<file path="config.mk">
export PLATFORM = sky130hd
export DESIGN_NAME = intr_sequencer
export DESIGN_NICKNAME = d
export VERILOG_FILES = /design/src/rtl/intr_pkg.sv /design/src/rtl/intr_elig.sv /design/src/rtl/intr_pick.sv /design/src/rtl/intr_entry_fsm.sv /design/src/rtl/intr_level_track.sv /design/src/rtl/intr_sequencer.sv
export SDC_FILE = /design/constraint.sdc
export NUM_CORES = 1
export LEC_CHECK = 0
export BUFFER_PORTS_ARGS = -buffer_cell sky130_fd_sc_hd__buf_4
export CAP_MARGIN = 0
export CELL_PAD_IN_SITES_DETAIL_PLACEMENT = 2
export CELL_PAD_IN_SITES_GLOBAL_PLACEMENT = 2
export CORE_MARGIN = 3
export CORE_UTILIZATION = 30
export CTS_CLUSTER_DIAMETER = 120
export DETAILED_ROUTE_END_ITERATION = 8
export PLACE_DENSITY_LB_ADDON = 0.12
export SYNTH_ARGS = -nofsm -noshare
export SYNTH_HDL_FRONTEND = slang
export SYNTH_SLANG_ARGS = --single-unit
</file>
<file path="constraint.sdc">
create_clock -name clk_i -period 2.35 [get_ports clk_i]
set_input_delay 0.235 -clock clk_i [delete_from_list [all_inputs] [get_ports clk_i]]
set_output_delay 0.235 -clock clk_i [all_outputs]
set_load 0.03 [all_outputs]
</file>
<file path="src/rtl/intr_pkg.sv">
package intr_pkg;

  typedef enum logic [2:0] {
    ST_IDLE    = 3'd0,
    ST_FINISH  = 3'd1,
    ST_PUSH_LO = 3'd2,
    ST_PUSH_HI = 3'd3,
    ST_JUMP    = 3'd4
  } entry_st_t;

  function automatic int unsigned idx_width(input int unsigned n);
    return (n > 1) ? $clog2(n) : 1;
  endfunction

endpackage

</file>
<file path="src/rtl/intr_elig.sv">
module intr_elig #(
  parameter int unsigned           N_LINES     = 8,
  parameter logic [N_LINES-1:0]    URGENT_MASK = '0
) (
  input  logic [N_LINES-1:0] req_i,
  input  logic [N_LINES-1:0] en_i,
  input  logic               gie_i,
  input  logic               urgent_act_i,
  output logic [N_LINES-1:0] elig_o
);

  for (genvar g = 0; g < N_LINES; g++) begin : g_line
    if (URGENT_MASK[g]) begin : g_urgent
      assign elig_o[g] = req_i[g] & en_i[g] & ~urgent_act_i;
    end else begin : g_regular
      assign elig_o[g] = req_i[g] & en_i[g] & gie_i & ~urgent_act_i;
    end
  end

endmodule

</file>
<file path="src/rtl/intr_pick.sv">
module intr_pick #(
  parameter int unsigned N_LINES = 8,
  parameter int unsigned ID_W    = 3
) (
  input  logic [N_LINES-1:0] elig_i,
  output logic               found_o,
  output logic [ID_W-1:0]    id_o
);

  always_comb begin
    found_o = 1'b0;
    id_o    = '0;
    for (int i = N_LINES - 1; i >= 0; i--) begin
      if (elig_i[i]) begin
        found_o = 1'b1;
        id_o    = ID_W'(i);
      end
    end
  end

endmodule

</file>
<file path="src/rtl/intr_entry_fsm.sv">
module intr_entry_fsm
  import intr_pkg::*;
#(
  parameter int unsigned ID_W     = 3,
  parameter int unsigned PC_W     = 16,
  parameter int unsigned JUMP_CYC = 3
) (
  input  logic            clk_i,
  input  logic            rst_ni,
  input  logic            found_i,
  input  logic [ID_W-1:0] pick_id_i,
  input  logic            pick_urgent_i,
  input  logic            instr_done_i,
  input  logic [PC_W-1:0] pc_i,
  output entry_st_t       state_o,
  output logic [ID_W-1:0] win_id_o,
  output logic            win_urgent_o,
  output logic [PC_W-1:0] pc_hold_o,
  output logic            take_o
);

  localparam int unsigned CNT_W = (JUMP_CYC > 1) ? $clog2(JUMP_CYC) : 1;
  localparam logic [CNT_W-1:0] CNT_LAST = CNT_W'(JUMP_CYC - 1);

  entry_st_t        st_q, st_d;
  logic [CNT_W-1:0] cnt_q, cnt_d;
  logic [ID_W-1:0]  id_q;
  logic             urg_q;
  logic [PC_W-1:0]  pc_q;
  logic             latch_en;

  assign latch_en = (st_q == ST_IDLE) && found_i;
  assign take_o   = (st_q == ST_FINISH) && instr_done_i;

  always_comb begin
    st_d  = st_q;
    cnt_d = cnt_q;
    unique case (st_q)
      ST_IDLE:    if (found_i) st_d = ST_FINISH;
      ST_FINISH:  if (instr_done_i) st_d = ST_PUSH_LO;
      ST_PUSH_LO: st_d = ST_PUSH_HI;
      ST_PUSH_HI: begin
        st_d  = ST_JUMP;
        cnt_d = '0;
      end
      ST_JUMP: begin
        if (cnt_q == CNT_LAST) st_d = ST_IDLE;
        else                   cnt_d = cnt_q + 1'b1;
      end
      default:    st_d = ST_IDLE;
    endcase
  end

  always_ff @(posedge clk_i or negedge rst_ni) begin
    if (!rst_ni) begin
      st_q  <= ST_IDLE;
      cnt_q <= '0;
    end else begin
      st_q  <= st_d;
      cnt_q <= cnt_d;
    end
  end

  always_ff @(posedge clk_i or negedge rst_ni) begin
    if (!rst_ni) begin
      id_q  <= '0;
      urg_q <= 1'b0;
    end else if (latch_en) begin
      id_q  <= pick_id_i;
      urg_q <= pick_urgent_i;
    end
  end

  always_ff @(posedge clk_i or negedge rst_ni) begin
    if (!rst_ni) begin
      pc_q <= '0;
    end else if (take_o) begin
      pc_q <= pc_i;
    end
  end

  assign state_o      = st_q;
  assign win_id_o     = id_q;
  assign win_urgent_o = urg_q;
  assign pc_hold_o    = pc_q;

endmodule

</file>
<file path="src/rtl/intr_level_track.sv">
module intr_level_track (
  input  logic clk_i,
  input  logic rst_ni,
  input  logic set_i,
  input  logic clr_i,
  output logic active_o
);

  logic act_q, act_d;

  always_comb begin
    act_d = act_q;
    if (set_i)      act_d = 1'b1;
    else if (clr_i) act_d = 1'b0;
  end

  always_ff @(posedge clk_i or negedge rst_ni) begin
    if (!rst_ni) act_q <= 1'b0;
    else         act_q <= act_d;
  end

  assign active_o = act_q;

endmodule

</file>
<file path="src/rtl/intr_sequencer.sv">
module intr_sequencer
  import intr_pkg::*;
#(
  parameter int unsigned        N_LINES     = 8,
  parameter logic [N_LINES-1:0] URGENT_MASK = N_LINES'(3),
  parameter int unsigned        PC_W        = 16,
  parameter logic [PC_W-1:0]    VEC_BASE    = PC_W'(4),
  parameter int unsigned        VEC_STEP    = 4,
  parameter int unsigned        JUMP_CYC    = 3,
  localparam int unsigned       ID_W        = idx_width(N_LINES),
  localparam int unsigned       HALF_W      = PC_W / 2
) (
  input  logic               clk_i,
  input  logic               rst_ni,
  input  logic [N_LINES-1:0] req_i,
  input  logic [N_LINES-1:0] en_i,
  input  logic               gie_i,
  input  logic               instr_done_i,
  input  logic               ret_i,
  input  logic [PC_W-1:0]    pc_i,
  output logic               busy_o,
  output logic               push_o,
  output logic [HALF_W-1:0]  push_data_o,
  output logic               ack_o,
  output logic [ID_W-1:0]    ack_id_o,
  output logic               gie_clr_o,
  output logic               jump_o,
  output logic [PC_W-1:0]    vec_o,
  output logic               urgent_act_o
);

  logic [1:0] rst_sync_q;
  logic       rst_n_s;

  always_ff @(posedge clk_i or negedge rst_ni) begin
    if (!rst_ni) rst_sync_q <= 2'b00;
    else         rst_sync_q <= {rst_sync_q[0], 1'b1};
  end
  assign rst_n_s = rst_sync_q[1];

  logic [N_LINES-1:0] elig;
  logic               found;
  logic [ID_W-1:0]    pick_id;
  logic               pick_urgent;
  entry_st_t          state;
  logic [ID_W-1:0]    win_id;
  logic               win_urgent;
  logic [PC_W-1:0]    pc_hold;
  logic               take;
  logic               urgent_act;

  intr_elig #(
    .N_LINES     (N_LINES),
    .URGENT_MASK (URGENT_MASK)
  ) elig_i (
    .req_i        (req_i),
    .en_i         (en_i),
    .gie_i        (gie_i),
    .urgent_act_i (urgent_act),
    .elig_o       (elig)
  );

  intr_pick #(
    .N_LINES (N_LINES),
    .ID_W    (ID_W)
  ) pick_i (
    .elig_i  (elig),
    .found_o (found),
    .id_o    (pick_id)
  );

  assign pick_urgent = URGENT_MASK[pick_id];

  intr_entry_fsm #(
    .ID_W     (ID_W),
    .PC_W     (PC_W),
    .JUMP_CYC (JUMP_CYC)
  ) fsm_i (
    .clk_i         (clk_i),
    .rst_ni        (rst_n_s),
    .found_i       (found),
    .pick_id_i     (pick_id),
    .pick_urgent_i (pick_urgent),
    .instr_done_i  (instr_done_i),
    .pc_i          (pc_i),
    .state_o       (state),
    .win_id_o      (win_id),
    .win_urgent_o  (win_urgent),
    .pc_hold_o     (pc_hold),
    .take_o        (take)
  );

  intr_level_track lvl_i (
    .clk_i    (clk_i),
    .rst_ni   (rst_n_s),
    .set_i    (take & win_urgent),
    .clr_i    (ret_i),
    .active_o (urgent_act)
  );

  logic in_lo, in_hi, in_jump;
  assign in_lo   = (state == ST_PUSH_LO);
  assign in_hi   = (state == ST_PUSH_HI);
  assign in_jump = (state == ST_JUMP);

  always_comb begin
    push_data_o = '0;
    if (in_lo)      push_data_o = pc_hold[HALF_W-1:0];
    else if (in_hi) push_data_o = pc_hold[PC_W-1:HALF_W];
  end

  assign busy_o       = (state != ST_IDLE);
  assign push_o       = in_lo | in_hi;
  assign ack_o        = in_lo;
  assign ack_id_o     = in_lo ? win_id : '0;
  assign gie_clr_o    = in_lo & ~win_urgent;
  assign jump_o       = in_jump;
  assign vec_o        = in_jump ? (VEC_BASE + PC_W'(win_id) * PC_W'(VEC_STEP)) : '0;
  assign urgent_act_o = urgent_act;

endmodule

</file>
==> metrics.md <==
| Metric | Value |
|---|---|
| Final WL | 4284 um |
| Top Usage Layer GRT | met2 |
| Sw Share | 41.81% |
| Power Dens Cells | 1157 nW/um^2 |
| P&R area growth vs syn | 30.12% |
| Number of fill cells | 575 |
| Ys flop type | dfrtp_1 |
| R2r setup slk | 630 ps |
| RePlAce Congestion | 0.7048 |
| Detailed Route Iter0 Violations | 27 |
| Kind of critical path | reg -> out |
| Die H | 79.78 um |
| Vias in the first global route | 1504 |
| CTS Buffer Depth | 2 |
| Clock power share | 10.6% |
| Crit-path max FO | 12 |
| Largest family of logic cells by synthesized area | multiplexers |
| Slew Limit Fails | 0 |
| Final min period | 2057 ps |
| Final Cycle Share | 87.55% |
| Worst slew pin tran | 511.4 ps |
| Post-Synth Adder-Cell Area | 1.533% |
| Initial core utilization | 31.57% |
| Core Region | 5172 sq um |
| Top-area cell type share of the netlist area | 42.91% |
| Setup TNS | 0 ps |
| Lkg Pwr | 1.056 nW |
| Vias per std cell | 4.561 |
| Asr flop ratio synth | 100.0% |
| Worst hold path class | in -> reg |
| Clock H-tree levels | 1 |
| Ys Warns | 0 |
| Post-synthesis mux area share | 19.31% |
| Share of layout cells above drive strength 1 | 38.60% |
| Global routing usage on met1 | 19.28% |
| Max Cap Viol | 0 |
| Ant. Diodes | 0 |
| Reg2reg start | fsm_i.state_o[0] |
| Critical path required time | 2120 ps |
| Synth area leader | dfrtp_1 |
| Total power | 0.002459 W |
| Dominant cells by area after synthesis | dfrtp_1 (43%), mux2_4 (8.3%), mux2i_1 (5.5%) |
| Hold Path Sink | lvl_i.active_o |
| Post-route DRC | 0 |
| Wirelength per Cell | 15.03 um |
| Switch Pwr | 0.001028 W |
| Cell Area, Synth | 1633 sq um |
| PortBufs | 57 |
| Number of buffers created by CTS | 3 |
| Relative slew margins | 65.91% |
| Seq/Total Area, Yosys | 42.91% |
| Seq pwr share | 36.3% |
| I/O pins | 70 |
| Rows | 26 |
| Largest net degree at the start of global routing | 27 |
| Outcome | finished clean |
| Simple-gate portion of the synthesized area | 15.79% |
| Root buf cell | clkbuf_8 |
| Final nets | 256 |
| Post-CTS setup buffers | 0 |
| Reg-to-Reg End | fsm_i.pc_hold_o[4] |
| Skew-Pair Late Insertion Delay | 270 ps |
| Total GRT Usage | 14.58% |
| M3 GR Usage | 2.032% |
| Hold Crit Depth | 2 |
| Gate Count Post-Synth | 157 |
| Global route overflow | 0 |
| Post-synth EDFFs | 0 |
| Clk_skew | 3.989 ps |
| Hold Slack | 129.4 ps |
| Critical path endpoint category | output pin |
| First-pass GRT wire length | 7286 um |
| Final-report hold violation count | 0 |
| Post-DP HPWL | 3461 um |
| Max Clk Rate | 0.4860 GHz |
| CTS Sinks | 28 |
| Via count of the routed design | 1300 |
| Die area | 6364 sq um |
| Post-synth top cells | dfrtp_1 (28), nor2_1 (22), nand2_1 (14), buf_4 (12) |
| Worst reg2reg path depth | 4 |
| Met2 Use GR | 24.79% |
| Synth unique cells | 37 |
| Initial antenna violation count | 0 |
| Die width | 79.78 um |
| Worst Setup Start Kind | flop |
| Count leader, synth | dfrtp_1 |
| Hold path start | ret_i |
| Cts repair resizes | 0 |
| Avg Cell Area, Syn | 10.40 sq um |
| Reg clk slew, reported paths | 90 ps |
| RSZ-0062 raised after global routing | no |
| Final setup fails | 0 |
| #FFs+latches synth | 28 |
| TritonCTS clock tree | yes |
| Maximum VDD drop | 0.0004306 V |
| Xor/xnor cell area share of the yosys netlist | 0.5364% |
| Int Pwr | 0.001431 W |
| Compound-cell area share of the yosys netlist | 8.889% |
| DR pass1 iterations | 4 |
| CP arrival | 1820 ps |
| Logic pwr share | 53.1% |
| ANT nets after route | 0 |
-- per-stage QoR --
| stage | setup slack (ps) | area, sq um | util (%) | instances |
|---|---|---|---|---|
| 3_3_place_gp | 633.1 | 2073 | 40.08 | 281 |
| 3_5_place_dp | 511.6 | 2073 | 40.08 | 281 |
| 5_1_grt | 21.42 | 2125 | 41.07 | 285 |
| 6_report | 292.6 | 2125 | 41.07 | 285 |
| 2_1_floorplan | 603.3 | 1674 | - | 168 |
| 4_1_cts | 184.7 | 2125 | 41.07 | 285 |
-- worst max-delay path: stages, from the launching register on --
cell and delay (ps):
dfrtp_1 560, nand2b_1 370, nor2_1 300, and2_1 160, buf_4 150
-- layer usage --
metal,part of all wire (%),vias up
li1,-,624
met1,44,637
met2,51,35
met3,4.2,4
met4,1.1,0
met5,0,-
-- sequential cells by signal, indices dropped and copies added (netlist names) --
signal,cells
lvl_i.active_o,1
fsm_i.state_o,3
rst_sync_q,2
fsm_i.win_id_o,3
fsm_i.cnt_q,2
fsm_i.win_urgent_o,1
fsm_i.pc_hold_o,16
-- what timing repair did --
item / 4_1_cts / 5_1_grt
endpoints found under the hold margin: 2 / 0
hold buffers: 1 / 0
endpoints found under the setup margin: 0 / 0
-- how the worst max path moves through the flow --
stage	start	endpoint	slack [ps]	cells past startpoint
floorplan	fsm_i.state_o[2]	ack_id_o[0]	600	3
global placement	fsm_i.state_o[2]	ack_id_o[1]	630	4
detailed placement	fsm_i.state_o[1]	ack_id_o[1]	510	4
CTS	fsm_i.state_o[1]	ack_id_o[1]	180	4
global route	fsm_i.state_o[1]	ack_id_o[1]	20	4
finish	fsm_i.state_o[1]	ack_id_o[1]	290	4
-- cells in the final DEF, fill, tap and decap left out, drive strengths merged, types with 4 or more instances in the layout --
cell type | synthesis | final
a21oi | 8 | 8
buf | 17 | 61
conb | 2 | 13
dfrtp | 28 | 28
inv | 7 | 7
mux2 | 17 | 17
mux2i | 9 | 9
nand2 | 14 | 14
nand2b | 4 | 4
nor2 | 22 | 22
nor3 | 4 | 4
-- logic make-up (layout without fill, tap and decap cells) --
logic type / Yosys count / after routing
other cells: 2 / 13
mux: 26 / 26
fa+ha+maj: 2 / 2
simple gates: 52 / 52
buf+inv: 25 / 72
xor+xnor: 1 / 1
flops: 28 / 28
compound gates: 21 / 21
-- power groups by stage --
stage,sequential [W],clock [W],combinational (W)
3_3_place_gp,0.000883,0,0.00128
2_1_floorplan,0.000834,0,0.00102
6_report,0.000892,0.000261,0.00131
3_5_place_dp,0.000904,0,0.00133
5_1_grt,0.000935,0.000295,0.00145
4_1_cts,0.000897,0.000275,0.00133
-- area by class of cell --
cell class / count / area [sq um] / share of cell area [%]
multi-input combinational: 115 / 800.8 / 37.69
clock buffer: 3 / 41.29 / 1.943
tap: 70 / 87.58 / 4.122
timing repair buffer: 62 / 467.9 / 22.03
sequential: 28 / 700.7 / 32.98
inverter: 7 / 26.28 / 1.237
Note: power is estimated with default switching activity, not from simulation.
